===== src/rtl/dram_rfsh_pkg.sv =====
package dram_rfsh_pkg;

    typedef enum logic [2:0] {
        S_PAUSE,
        S_IDLE,
        S_WAIT_GNT,
        S_CAS_LEAD,
        S_RAS_ACT,
        S_PRECHG
    } rfsh_state_t;

endpackage


===== src/rtl/rfsh_interval_timer.sv =====
module rfsh_interval_timer #(
    parameter int INTERVAL = 1953
) (
    input  logic clk,
    input  logic rst_n,
    input  logic en,
    output logic tick
);
    localparam int CW = (INTERVAL > 2) ? $clog2(INTERVAL) : 1;
    localparam logic [CW-1:0] LAST = CW'(INTERVAL - 1);

    logic [CW-1:0] cnt_q;

    assign tick = en && (cnt_q == LAST);

    always_ff @(posedge clk or negedge rst_n) begin
        if (!rst_n)
            cnt_q <= '0;
        else if (en)
            cnt_q <= (cnt_q == LAST) ? '0 : cnt_q + 1'b1;
    end

    // demands are spaced, never on two adjacent clocks
    a_r8_tick_spaced: assert property (@(posedge clk) disable iff (!rst_n)
        tick |=> !tick);

endmodule


===== src/rtl/rfsh_backlog.sv =====
module rfsh_backlog #(
    parameter int MAX_PENDING = 4
) (
    input  logic clk,
    input  logic rst_n,
    input  logic tick,
    input  logic take,
    output logic pending,
    output logic more
);
    localparam int CW = $clog2(MAX_PENDING + 1);
    localparam logic [CW-1:0] CAP = CW'(MAX_PENDING);

    logic [CW-1:0] cnt_q;
    logic [CW-1:0] cnt_d;
    logic [CW-1:0] base;

    always_comb begin
        base = (take && cnt_q != '0) ? cnt_q - 1'b1 : cnt_q;
        cnt_d = (tick && base != CAP) ? base + 1'b1 : base;
    end

    always_ff @(posedge clk or negedge rst_n) begin
        if (!rst_n)
            cnt_q <= '0;
        else
            cnt_q <= cnt_d;
    end

    assign pending = (cnt_q != '0);
    assign more    = (cnt_q > CW'(1)) || tick;

    // count never exceeds the configured ceiling
    a_r9_no_overflow: assert property (@(posedge clk) disable iff (!rst_n)
        cnt_q <= CAP);

endmodule


===== src/rtl/rfsh_row_counter.sv =====
module rfsh_row_counter #(
    parameter int ROW_BITS = 12
) (
    input  logic                clk,
    input  logic                rst_n,
    input  logic                inc,
    output logic [ROW_BITS-1:0] row
);
    logic [ROW_BITS-1:0] row_q;

    always_ff @(posedge clk or negedge rst_n) begin
        if (!rst_n)
            row_q <= '0;
        else if (inc)
            row_q <= row_q + 1'b1;
    end

    assign row = row_q;

    // the top row is followed by row zero
    a_r7_row_wrap: assert property (@(posedge clk) disable iff (!rst_n)
        ($past(inc) && $past(row_q) == '1) |-> row_q == '0);

endmodule


===== src/rtl/dram_refresh_seq.sv =====
module dram_refresh_seq
    import dram_rfsh_pkg::*;
#(
    parameter int PAUSE_CYCLES = 25000,
    parameter int INIT_CYCLES  = 8,
    parameter int INTERVAL     = 1953,
    parameter int MAX_PENDING  = 4,
    parameter int ROW_BITS     = 12,
    parameter int T_CSR        = 2,
    parameter int T_RAS        = 6,
    parameter int T_RP         = 5
) (
    input  logic                clk,
    input  logic                rst_n,
    input  logic                ras_only_mode,
    input  logic                ref_gnt,
    output logic                ref_req,
    output logic                ras_n,
    output logic                cas_n,
    output logic [ROW_BITS-1:0] ref_row,
    output logic                init_done
);
    localparam int TW = $clog2(PAUSE_CYCLES + T_CSR + T_RAS + T_RP + 1);
    localparam int IW = $clog2(INIT_CYCLES + 1);
    localparam logic [TW-1:0] LAST_PAUSE = TW'(PAUSE_CYCLES - 1);
    localparam logic [TW-1:0] LAST_CSR   = TW'(T_CSR - 1);
    localparam logic [TW-1:0] LAST_RAS   = TW'(T_RAS - 1);
    localparam logic [TW-1:0] LAST_RP    = TW'(T_RP - 1);

    rfsh_state_t   state_q, state_d;
    logic [TW-1:0] tcnt_q, tcnt_d;
    logic [IW-1:0] init_left_q, init_left_d;
    logic          cbr_q, cbr_d;
    logic          more_q, more_d;
    logic          done_q, done_d;
    logic          last;
    logic          tick, take, bl_pending, bl_more, row_inc;

    rfsh_interval_timer #(.INTERVAL(INTERVAL)) u_timer (
        .clk(clk), .rst_n(rst_n), .en(done_q), .tick(tick)
    );

    rfsh_backlog #(.MAX_PENDING(MAX_PENDING)) u_backlog (
        .clk(clk), .rst_n(rst_n), .tick(tick), .take(take),
        .pending(bl_pending), .more(bl_more)
    );

    rfsh_row_counter #(.ROW_BITS(ROW_BITS)) u_rows (
        .clk(clk), .rst_n(rst_n), .inc(row_inc), .row(ref_row)
    );

    // end of the current timed state
    always_comb begin
        unique case (state_q)
            S_PAUSE:    last = (tcnt_q == LAST_PAUSE);
            S_CAS_LEAD: last = (tcnt_q == LAST_CSR);
            S_RAS_ACT:  last = (tcnt_q == LAST_RAS);
            S_PRECHG:   last = (tcnt_q == LAST_RP);
            default:    last = 1'b1;
        endcase
    end

    // next-state and counter logic
    always_comb begin
        state_d     = state_q;
        tcnt_d      = last ? '0 : tcnt_q + 1'b1;
        init_left_d = init_left_q;
        cbr_d       = cbr_q;
        more_d      = more_q;
        done_d      = done_q;
        take        = 1'b0;
        row_inc     = 1'b0;
        unique case (state_q)
            S_PAUSE: begin
                if (last) state_d = S_WAIT_GNT;
            end
            S_IDLE: begin
                tcnt_d = '0;
                if (bl_pending) state_d = S_WAIT_GNT;
            end
            S_WAIT_GNT: begin
                tcnt_d = '0;
                if (ref_gnt) begin
                    cbr_d   = !ras_only_mode;
                    state_d = ras_only_mode ? S_RAS_ACT : S_CAS_LEAD;
                end
            end
            S_CAS_LEAD: begin
                if (last) state_d = S_RAS_ACT;
            end
            S_RAS_ACT: begin
                if (last) begin
                    state_d = S_PRECHG;
                    row_inc = !cbr_q;
                    if (done_q) begin
                        take   = 1'b1;
                        more_d = bl_more;
                    end else begin
                        init_left_d = init_left_q - 1'b1;
                        more_d      = (init_left_q > IW'(1));
                    end
                end
            end
            S_PRECHG: begin
                if (last) begin
                    if (more_q) begin
                        state_d = S_RAS_ACT;
                    end else begin
                        state_d = S_IDLE;
                        done_d  = 1'b1;
                    end
                end
            end
            default: state_d = S_IDLE;
        endcase
    end

    // state register
    always_ff @(posedge clk or negedge rst_n) begin
        if (!rst_n) begin
            state_q     <= S_PAUSE;
            tcnt_q      <= '0;
            init_left_q <= IW'(INIT_CYCLES);
            cbr_q       <= 1'b0;
            more_q      <= 1'b0;
            done_q      <= 1'b0;
        end else begin
            state_q     <= state_d;
            tcnt_q      <= tcnt_d;
            init_left_q <= init_left_d;
            cbr_q       <= cbr_d;
            more_q      <= more_d;
            done_q      <= done_d;
        end
    end

    // outputs decoded from state
    always_comb begin
        ref_req   = 1'b0;
        ras_n     = 1'b1;
        cas_n     = 1'b1;
        init_done = done_q;
        unique case (state_q)
            S_WAIT_GNT: ref_req = 1'b1;
            S_CAS_LEAD: begin
                ref_req = 1'b1;
                cas_n   = !cbr_q;
            end
            S_RAS_ACT: begin
                ref_req = 1'b1;
                ras_n   = 1'b0;
                cas_n   = !cbr_q;
            end
            S_PRECHG: begin
                ref_req = 1'b1;
                cas_n   = !(cbr_q && more_q);
            end
            default: ;
        endcase
    end

    // no strobe activity outside a granted request
    a_r4_strobe_needs_req: assert property (@(posedge clk) disable iff (!rst_n)
        (!ras_n || !cas_n) |-> ref_req);

    // when column strobe is low at a row-strobe fall, it was already low
    a_r5_cas_leads_ras: assert property (@(posedge clk) disable iff (!rst_n)
        ($fell(ras_n) && !cas_n) |-> $past(!cas_n));

    // row address holds while the row strobe is low
    a_r7_row_stable: assert property (@(posedge clk) disable iff (!rst_n)
        (!ras_n && $past(!ras_n)) |-> $stable(ref_row));

    // ready flag never falls once raised
    a_r3_done_sticky: assert property (@(posedge clk) disable iff (!rst_n)
        init_done |=> init_done);

endmodule


===== config.mk =====
export PLATFORM = sky130hd
export DESIGN_NAME = dram_refresh_seq
export DESIGN_NICKNAME = d
export VERILOG_FILES = /design/src/rtl/dram_rfsh_pkg.sv /design/src/rtl/rfsh_interval_timer.sv /design/src/rtl/rfsh_backlog.sv /design/src/rtl/rfsh_row_counter.sv /design/src/rtl/dram_refresh_seq.sv
export SDC_FILE = /design/constraint.sdc
export NUM_CORES = 1
export LEC_CHECK = 0
export BUFFER_PORTS_ARGS = -buffer_cell sky130_fd_sc_hd__buf_2
export CAP_MARGIN = 30
export CORE_MARGIN = 2
export CORE_UTILIZATION = 40
export CTS_BUF_LIST = sky130_fd_sc_hd__clkbuf_4
export CTS_CLUSTER_SIZE = 30
export DETAILED_ROUTE_END_ITERATION = 12
export HOLD_SLACK_MARGIN = 0.02
export MAX_ROUTING_LAYER = met4
export PLACE_DENSITY = 0.55
export RECOVER_POWER = 50
export SLEW_MARGIN = 20
export SYNTH_ARGS = -nofsm -noshare
export SYNTH_HDL_FRONTEND = slang
export SYNTH_SLANG_ARGS = --single-unit

===== constraint.sdc =====
create_clock -name clk -period 4.9 [get_ports clk]
set_input_delay 0.98 -clock clk [delete_from_list [all_inputs] [get_ports clk]]
set_output_delay 0.98 -clock clk [all_outputs]
set_load 0.02 [all_outputs]

==> reports/metrics.yaml, run 1 <==
synth:
  synth_cells: 290
  synth_area_leaders: "dfrtp_1 44%, xor2_1 6.5%, xnor2_1 5.0%, nor2_1 4.8%, ha_1 4.0%"
  yosys.area.top_type: "dfrtp_1"
  synth_ff_type: "dfrtp_1"
  synthTopCellsByCount: "50 x dfrtp_1, 36 x nor2_1, 21 x xor2_1"
  synth_nets: 303
  async_flop_share_pct: 100.0
  synth-edff-count: 0
  synth_warnings: 0
  syn_area_per_cell_um2: 9.708
  ys_ff_latch: 51
  synth_seq_area_share_pct: 45.38
  synth.top_cell.area_share_pct: 44.44
  syn-cell-area_um2: 2815
  yosysMostFrequentCell: "dfrtp_1"
  synth.distinct_cells: 49
die:
  die_y_um: 87.89
  die_area_um2: 7725
  core-area_um2: 6794
  ios: 20
  start_util_pct: 41.44
  die_x_um: 87.89
  row_count: 30
cts:
  insertion_delay_ps: 370
  hold_buffers: 0
  post_cts_resized: 0
  cts_setup_buffers: 0
  htreeDepth: 2
  cts_root_buffer: "clkbuf_4"
  clock-sinks: 51
  path_clk_slew_ps: 150
  cts_tree: "done"
  numCtsBuffers: 5
  clockBufferDepth: 2
drt:
  drt-met1-wl_um: 2825
  routed_wirelength_um: 5323
  wl_met3_um: 144
  drcViolationCount: 0
  ant_nets: 0
  routed.top_layer: "met4"
  first_pass_iters: 4
  wl_met2_um: 2302
  dr_total_vias: 2042
  drt-vias-per-instance: 5.017
  wire_per_inst_um: 13.08
  drtIter0Drc: 112
worst_setup_path:
  reg2reg_from: "state_q[0]"
  critPathLaunchType: "flop"
  cp.depth: 9
  rr_worst_depth: 9
  cp.required_ps: 5190
  path_class: "flop to flop"
  critPathMaxStageDelay_ps: 560
  cpMaxStageDelayCell: "or4_4"
  crit_buf_inv: 0
  regToRegSetupSlack_ps: 1560
  cp_max_fo: 16
  cp-end-kind: "flop"
  crit_chain: "and3b_1 -> or4_4 -> a2111oi_2 -> mux2_2 -> ha_1 -> nand2_1 -> a31oi_1 -> a311oi_2 -> mux2i_1"
  cp.arrival_ps: 3630
  r2r_end: "u_backlog.cnt_q[1]"
  crit_family: "simple AND/OR/NAND/NOR gates"
run_status:
  status: "finished with violations"
  violations: "max-capacitance violations, max-slew violations"
cells_and_area:
  fin_util_pct: 45.03
  diodes: 0
  drive_gt1_share_pct: 13.83
  area_delta_synth_final_pct: 8.667
  final_nets: 323
  final_cells: 407
power:
  peakVddDrop_v: 0.0001201
  power_density_nw_per_um2: 293.8
  p_total_mw: 0.8987
  leakage_nw: 1.374
min_path:
  hold_class: "flop to flop"
  hold_end: "u_rows.row[11]"
  holdPathStages: 1
  hold_start: "u_rows.row[11]"
sta:
  hold_viol_final: 0
  relSlewSlack_pct: -80.29
  post-route-period-util_pct: 68.07
  fmax_mhz: 299.8
  finalSetupViolations: 0
  tns_ps: 0
  post-route-min-period_ps: 3336
  worstMarginPinSlew_ps: 2704
  grt_setup_unrepaired: "no"
  fin_skew_ps: 11.22
  hold_ws_ps: 474.6
  maxSlewViolCount: 52
grt:
  first_global_vias: 1976
  grt_usage_pct: 16.02
  antenna_found_initial: 0
  grt_pass1_wl_um: 9542
  grt_max_degree: 52
  gr-total-overflow: 0
placed_design:
  place.gp.congestion: 0.8129
  hpwl_um: 3751
  dp.cells: 399
  io_buffers: 19
run:
  cap_violations: 1
-- sequential cells by signal, summed over array words and instances (netlist names) --
register         count
more_q               1
state_q              3
u_timer.cnt_q       11
init_done            1
tcnt_q              15
u_backlog.cnt_q      3
u_rows.row          12
init_left_q          4
cbr_q                1
-- power by group --
part / total, mW / internal [mW] / switching, mW / leakage (nW)
registers: 0.480 / 0.441 / 0.0392 / 0.701
clock network: 0.195 / 0.0612 / 0.134 / 0.0317
logic: 0.224 / 0.0756 / 0.148 / 0.642
total: 0.899 / 0.577 / 0.321 / 1.37
-- logic make-up after synthesis --
group	count (synthesis)	synth area share, %
xor gates and xnor gates	37	11.51
DFF	51	45.38
and+or+nand+nor	132	24.75
muxes	7	2.622
adders and majority gates	9	4.000
buffers and inverters	20	2.889
AOI/OAI and AO/OA	34	8.844
-- placed cells by master, fill, tap and decap left out, types with 3 or more instances in the layout --
cell,instances
a21oi_1,10
and2_1,3
and3_1,10
buf_2,19
clkbuf_4,6
dfrtp_1,50
ha_1,9
inv_1,13
mux2_2,3
mux2i_1,4
nand2_1,20
nand2b_1,4
nand3_1,16
nand4_1,7
nor2_1,36
nor2b_1,4
nor3_1,5
nor3b_1,3
nor4_1,5
o21ai_0,9
or3_1,4
xnor2_1,16
xor2_1,21
-- per-layer routing --
layer	track usage [%]	up-vias
met5	-	-
met4	4.615	0
met3	2.922	4
met2	23.07	25
met1	22.97	970
li1	-	1043
-- area by class of cell --
class                           count  area (um^2)
Fill cell                         678         3735
Multi-Input combinational cell    219         1456
Sequential cell                    51         1277
Tap cell                           96        120.1
Timing Repair Buffer               20        98.84
Inverter                           13        48.80
Clock buffer                        6        45.04
Clock inverter                      2        12.51
-- per-stage QoR --
step | cell area (um^2) | worst slack, ps
final | 3059 | 1564
after global routing | 3059 | 1118
after floorplan | 2815 | 1888
after global placement | 3005 | 1639
after detailed placement | 3005 | 1574
after CTS | 3063 | 1534
-- how the worst max path moves through the flow --
| stage | start | endpoint | slack, ps |
|---|---|---|---|
| 3_3_place_gp | state_q[0] | u_backlog.cnt_q[1] | 1640 |
| 4_1_cts | state_q[0] | u_backlog.cnt_q[1] | 1530 |
| 6_report | state_q[0] | u_backlog.cnt_q[1] | 1560 |
| 3_5_place_dp | state_q[0] | u_backlog.cnt_q[1] | 1570 |
| 5_1_grt | rst_n | tcnt_q[8] | 1120 |
| 2_1_floorplan | state_q[2] | u_backlog.cnt_q[1] | 1890 |
(Power assumes the default switching activity.)
==> run 2, diff against run 1 <==
- PLACE_DENSITY: 0.55 -> 0.57
- clock period: 4.9 -> 2.7 ns (I/O delays scaled with it)
==> reports/metrics.yaml, run 2 (synthesis results as in run 1) <==
placed_design:
  hpwl_um: 4214  # was 3751 um
  io_buffers: 19  # unchanged
  place.gp.congestion: 0.7846  # was 0.8129
worst_setup_path:
  cp_max_fo: 2  # was 16
  cp.arrival_ps: 3060  # was 3630 ps
  crit_chain: "and3b_1 -> or4_4 -> a2111oi_4 -> mux2_4 -> ha_4 -> buf_6 -> a311oi_2 -> mux2i_1"  # was and3b_1 -> or4_4 -> a2111oi_2 -> mux2_2 -> ha_1 -> nand2_1 -> a31oi_1 -> a311oi_2 -> mux2i_1
  regToRegSetupSlack_ps: -50  # was 1560 ps
  critPathMaxStageDelay_ps: 550  # was 560 ps
  rr_worst_depth: 8  # was 9
  cp.required_ps: 3010  # was 5190 ps
  critPathLaunchType: "flop"  # unchanged
  path_class: "flop to flop"  # unchanged
  cp-end-kind: "flop"  # unchanged
  crit_family: "simple AND/OR/NAND/NOR gates"  # unchanged
  r2r_end: "u_backlog.cnt_q[1]"  # unchanged
  reg2reg_from: "state_q[1]"  # was state_q[0]
  cp.depth: 8  # was 9
  cpMaxStageDelayCell: "or4_4"  # unchanged
  endpoint: "u_backlog.cnt_q[1]"  # unchanged
  startpoint: "state_q[1]"  # was state_q[0]
  crit_buf_inv: 1  # was 0
cts:
  numCtsBuffers: 5  # unchanged
  path_clk_slew_ps: 160  # was 150 ps
  clockBufferDepth: 2  # unchanged
  insertion_delay_ps: 380  # was 370 ps
  cts_root_buffer: "clkbuf_4"  # unchanged
  hold_buffers: 0  # unchanged
  cts_tree: "done"  # unchanged
  htreeDepth: 2  # unchanged
  clock-sinks: 51  # unchanged
cells_and_area:
  top_register: "tcnt_q"  # unchanged
  fin_util_pct: 48.71  # was 45.03%
  diodes: 0  # unchanged
  final_cell_mix: "50 x dfrtp_1, 35 x nor2_1, 21 x xor2_1"  # was 50 x dfrtp_1, 36 x nor2_1, 21 x xor2_1
  largest_reg_flops: 15  # unchanged
  drive_gt1_share_pct: 20.06  # was 13.83%
  final_common_cell: "dfrtp_1"  # unchanged
  final_nets: 346  # was 323
  area_delta_synth_final_pct: 17.56  # was 8.667%
die:
  die_x_um: 87.89  # unchanged
  die_area_um2: 7725  # unchanged
  die_y_um: 87.89  # unchanged
  ios: 20  # unchanged
  start_util_pct: 41.44  # unchanged
  core-area_um2: 6794  # unchanged
  row_count: 30  # unchanged
sta:
  hold_viol_final: 0  # unchanged
  grt_setup_unrepaired: "yes"  # was no
  fmax_mhz: 363.4  # was 299.8 MHz
  finalSetupViolations: 1  # was 0
  post-route-min-period_ps: 2751  # was 3336 ps
  fin_skew_ps: 22.60  # was 11.22 ps
  post-route-period-util_pct: 101.9  # was 68.07%
  fin_ws_ps: -51.47  # was 1564 ps
  hold_ws_ps: 378.0  # was 474.6 ps
  worstMarginPinSlew_ps: 1407  # was 2704 ps
  relSlewSlack_pct: 6.216  # was -80.29%
  maxSlewViolCount: 0  # was 52
drt:
  dr_total_vias: 2167  # was 2042
  ant_nets: 0  # unchanged
  wire_per_inst_um: 13.30  # was 13.08 um
  drcViolationCount: 0  # unchanged
  drtIter0Drc: 134  # was 112
  routed_wirelength_um: 5720  # was 5323 um
  first_pass_iters: 4  # unchanged
  drt-vias-per-instance: 5.040  # was 5.017
grt:
  grt_pass1_wl_um: 9639  # was 9542 um
  grt_max_degree: 27  # was 52
  grt_usage_pct: 16.24  # was 16.02%
  first_global_vias: 2058  # was 1976
  antenna_found_initial: 0  # unchanged
  gr-total-overflow: 0  # unchanged
run:
  cap_violations: 0  # was 1
run_status:
  violations: "negative setup slack"  # was max-capacitance violations, max-slew violations
  status: "finished with violations"  # unchanged
power:
  p_total_mw: 1.854  # was 0.8987 mW
  power_density_nw_per_um2: 560.1  # was 293.8 nW/um^2
  leakage_nw: 1.499  # was 1.374 nW
  peakVddDrop_v: 0.0002734  # was 0.0001201 V
min_path:
  hold_class: "input port to flop"  # was flop to flop
-- run 2: changes by cell type in the layout (fill, tap and decap cells not counted), moves of 2 or more --
cell / delta
buf_2: -3
buf_4: +20
mux2_2: -2
clkbuf_1: +3
mux2_4: +2
-- run 2: routing by layer --
metal,GRT usage [%],wire length (um),up-vias
li1,-,-,1086
met1,21.45,2876,1052
met2,25.90,2660,25
met3,3.016,144,4
met4,3.916,38,0
met5,-,0,-
-- run 2: metrics by stage --
step	setup WS (ps)	std cells	instance area, um^2	TNS, ps
after floorplan	-111.5	290	2848	-167.5
after CTS	-92.20	429	3307	-94.41
after global placement	-18.87	418	3202	-18.87
after global routing	-161.4	430	3309	-273.2
final	-51.47	430	3309	-51.47
after detailed placement	-111.9	418	3202	-139.4
-- run 2: where the power goes --
group	switching, mW	internal, mW
logic	0.339	0.229
registers	0.0336	0.800
clock network	0.247	0.206
total	0.619	1.23
-- run 2: timing repair --
item                                    in CTS  in global routing
setup buffers                                3                  1
resized for setup                            0                  5
endpoints found under the setup margin       2                  4
pin swaps                                    5                  2
-- run 2: worst min path at each step --
stage,start,cells past startpoint,endpoint
final,ras_only_mode,2,cbr_q
after CTS,rst_n,1,u_rows.row[5]
after global routing,ras_only_mode,2,cbr_q
after detailed placement,u_rows.row[11],1,u_rows.row[11]
after floorplan,rst_n,0,cbr_q
after global placement,u_rows.row[11],1,u_rows.row[11]
-- run 2: layout make-up --
cell class / instances / area, um^2
repair buffers: 43 / 281.5
clock buffers: 6 / 45.04
clock inverters: 2 / 37.54
fillers: 657 / 3485
flip-flops and latches: 51 / 1277
inverters: 13 / 48.80
well taps: 96 / 120.1
multi-input cells: 219 / 1499
-- run 2: worst reg2reg max path: stages, from the launching register on --
cell and delay (ps):
dfrtp_1 400, and3b_1 200, or4_4 560, a2111oi_4 380, mux2_4 360, ha_4 170, buf_6 110, a311oi_2 280
mux2i_1 240
==> run 3, diff against run 2 <==
- SKIP_CTS_REPAIR_TIMING: not set -> 1
==> reports/metrics.yaml, run 3 (synthesis results as in run 1) <==
run_status:
  status: "finished with violations"  # unchanged
  violations: "negative setup slack"  # unchanged
cts:
  insertion_delay_ps: 370  # was 380 ps
  htreeDepth: 2  # unchanged
  cts_tree: "done"  # unchanged
  clockBufferDepth: 2  # unchanged
  cts_root_buffer: "clkbuf_4"  # unchanged
  numCtsBuffers: 5  # unchanged
  clock-sinks: 51  # unchanged
  path_clk_slew_ps: 150  # was 160 ps
power:
  power_frac_comb_pct: 30.1  # was 30.6%
  internal_power_mw: 1.227  # was 1.234 mW
  seqPwrFrac_pct: 45.4  # was 45.0%
  peakVddDrop_v: 0.0002662  # was 0.0002734 V
  p_sw_share_pct: 33.27  # was 33.40%
  power_density_nw_per_um2: 560.3  # was 560.1 nW/um^2
  p_switching_mw: 0.6118  # was 0.6192 mW
  leakage_nw: 1.487  # was 1.499 nW
  clock_power_share_pct: 24.5  # was 24.4%
drt:
  wl_met3_um: 199  # was 144 um
  wl_met2_um: 2592  # was 2660 um
  drt-met1-wl_um: 2816  # was 2876 um
  routed_wirelength_um: 5652  # was 5720 um
  drcViolationCount: 0  # unchanged
  drt-vias-per-instance: 5.044  # was 5.040
  first_pass_iters: 4  # unchanged
  routed.top_layer: "met4"  # unchanged
  dr_total_vias: 2159  # was 2167
  ant_nets: 0  # unchanged
  wire_per_inst_um: 13.21  # was 13.30 um
  drtIter0Drc: 134  # unchanged
grt:
  grt_usage_pct: 16.14  # was 16.24%
  grt_max_degree: 27  # unchanged
  grt_pass1_wl_um: 9563  # was 9639 um
  antenna_found_initial: 0  # unchanged
  first_global_vias: 2028  # was 2058
  gr-total-overflow: 0  # unchanged
sta:
  finalSetupViolations: 1  # unchanged
  tns_ps: -59.21  # was -51.47 ps
  post-route-period-util_pct: 102.2  # was 101.9%
  fin_skew_ps: 20.84  # was 22.60 ps
  relSlewSlack_pct: 6.132  # was 6.216%
  fmax_mhz: 362.4  # was 363.4 MHz
  post-route-min-period_ps: 2759  # was 2751 ps
  hold_viol_final: 0  # unchanged
  grt_setup_unrepaired: "yes"  # unchanged
  maxSlewViolCount: 0  # unchanged
  hold_ws_ps: 381.3  # was 378.0 ps
  fin_ws_ps: -59.21  # was -51.47 ps
  worstMarginPinSlew_ps: 1408  # was 1407 ps
cells_and_area:
  drive_gt1_share_pct: 19.28  # was 20.06%
  regArea_um2: 1277  # unchanged
  final_common_cell: "dfrtp_1"  # unchanged
  largest_reg_flops: 15  # unchanged
  top_register: "tcnt_q"  # unchanged
  fin_util_pct: 48.31  # was 48.71%
  stdcell_area_um2: 3282  # was 3309 um^2
  multiInputGateArea_um2: 1490  # was 1499 um^2
  diodes: 0  # unchanged
  final_cell_mix: "50 x dfrtp_1, 36 x nor2_1, 21 x xor2_1"  # was 50 x dfrtp_1, 35 x nor2_1, 21 x xor2_1
  fillCellCount: 657  # unchanged
  final_nets: 344  # was 346
  area_delta_synth_final_pct: 16.58  # was 17.56%
worst_setup_path:
  cp-end-kind: "flop"  # unchanged
  critPathLaunchType: "flop"  # unchanged
  rr_worst_depth: 9  # was 8
  regToRegSetupSlack_ps: -60  # was -50 ps
  reg2reg_from: "state_q[2]"  # was state_q[1]
  r2r_end: "u_backlog.cnt_q[1]"  # unchanged
  path_class: "flop to flop"  # unchanged
  cp.arrival_ps: 3060  # about the same
  cp.required_ps: 3000  # was 3010 ps
  cp_max_fo: 4  # was 2
min_path:
  holdPathStages: 2  # unchanged
  hold_class: "input port to flop"  # unchanged
  hold_end: "cbr_q"  # unchanged
  hold_start: "ras_only_mode"  # unchanged
die:
  core-area_um2: 6794  # unchanged
  row_count: 30  # unchanged
  die_x_um: 87.89  # unchanged
  die_y_um: 87.89  # unchanged
  die_area_um2: 7725  # unchanged
  start_util_pct: 41.44  # unchanged
  ios: 20  # unchanged
placed_design:
  hpwl_um: 4214  # unchanged
  io_buffers: 19  # unchanged
  dpl_cell_area_um2: 3202  # unchanged
  place.gp.congestion: 0.7846  # unchanged
run:
  cap_violations: 0  # unchanged
## run 3: changes by cell type in the layout (fill, tap and decap cells not counted)
cell / before / now
mux2_2: 1 / 2
buf_4: 20 / 19
nor3b_2: 1 / 0
nor2b_1: 4 / 3
nor2b_2: 0 / 1
buf_6: 1 / 0
mux2_4: 2 / 1
nor3b_1: 2 / 3
nor2_2: 1 / 0
nor2_1: 35 / 36
## run 3: power groups by stage
| stage | sequential (mW) | clock, mW | combinational, mW |
|---|---|---|---|
| 6_report | 0.835 | 0.450 | 0.554 |
| 5_1_grt | 0.841 | 0.502 | 0.622 |
| 4_1_cts | 0.835 | 0.471 | 0.568 |
| 3_5_place_dp | 0.850 | 0 | 0.565 |
| 3_3_place_gp | 0.849 | 0 | 0.560 |
| 2_1_floorplan | 0.844 | 0 | 0.380 |
## run 3: final cells by class
type	count	share of cell area, %
multi-input combinational	219	45.41
sequential	51	38.93
timing repair buffer	41	8.006
tap	96	3.660
inverter	13	1.487
clock buffer	6	1.372
clock inverter	2	1.144
## run 3: worst max-delay path, cell delays in order, from the launching register on
cell and delay, ps:
dfrtp_1 410, and3b_1 210, or4_4 510, a2111oi_4 370, mux2_4 360, ha_4 170
nand2_2 50, a31oi_1 40, a311oi_2 340, mux2i_1 240
## run 3: how the worst max path moves through the flow
stage | from | endpoint | slack [ps]
final | state_q[2] | u_backlog.cnt_q[1] | -60
after global placement | state_q[2] | u_backlog.cnt_q[1] | -20
after detailed placement | state_q[2] | u_backlog.cnt_q[1] | -110
after floorplan | state_q[2] | u_backlog.cnt_q[1] | -110
after CTS | state_q[2] | u_backlog.cnt_q[1] | -130
after global routing | state_q[2] | u_backlog.cnt_q[1] | -190
## run 3: layer usage
| metal | vias up | global-route usage, % |
|---|---|---|
| met5 | - | - |
| met4 | 0 | 3.916 |
| met3 | 6 | 3.016 |
| met2 | 34 | 25.48 |
| met1 | 1035 | 21.51 |
| li1 | 1084 | - |
## run 3: metrics by stage
stage / setup WS, ps / instances / total power [mW]
detailed placement: -111.9 / 418 / 1.415
CTS: -131.4 / 426 / 1.874
floorplan: -111.5 / 290 / 1.224
finish: -59.21 / 428 / 1.839
global placement: -18.87 / 418 / 1.408
global route: -191.6 / 428 / 1.965
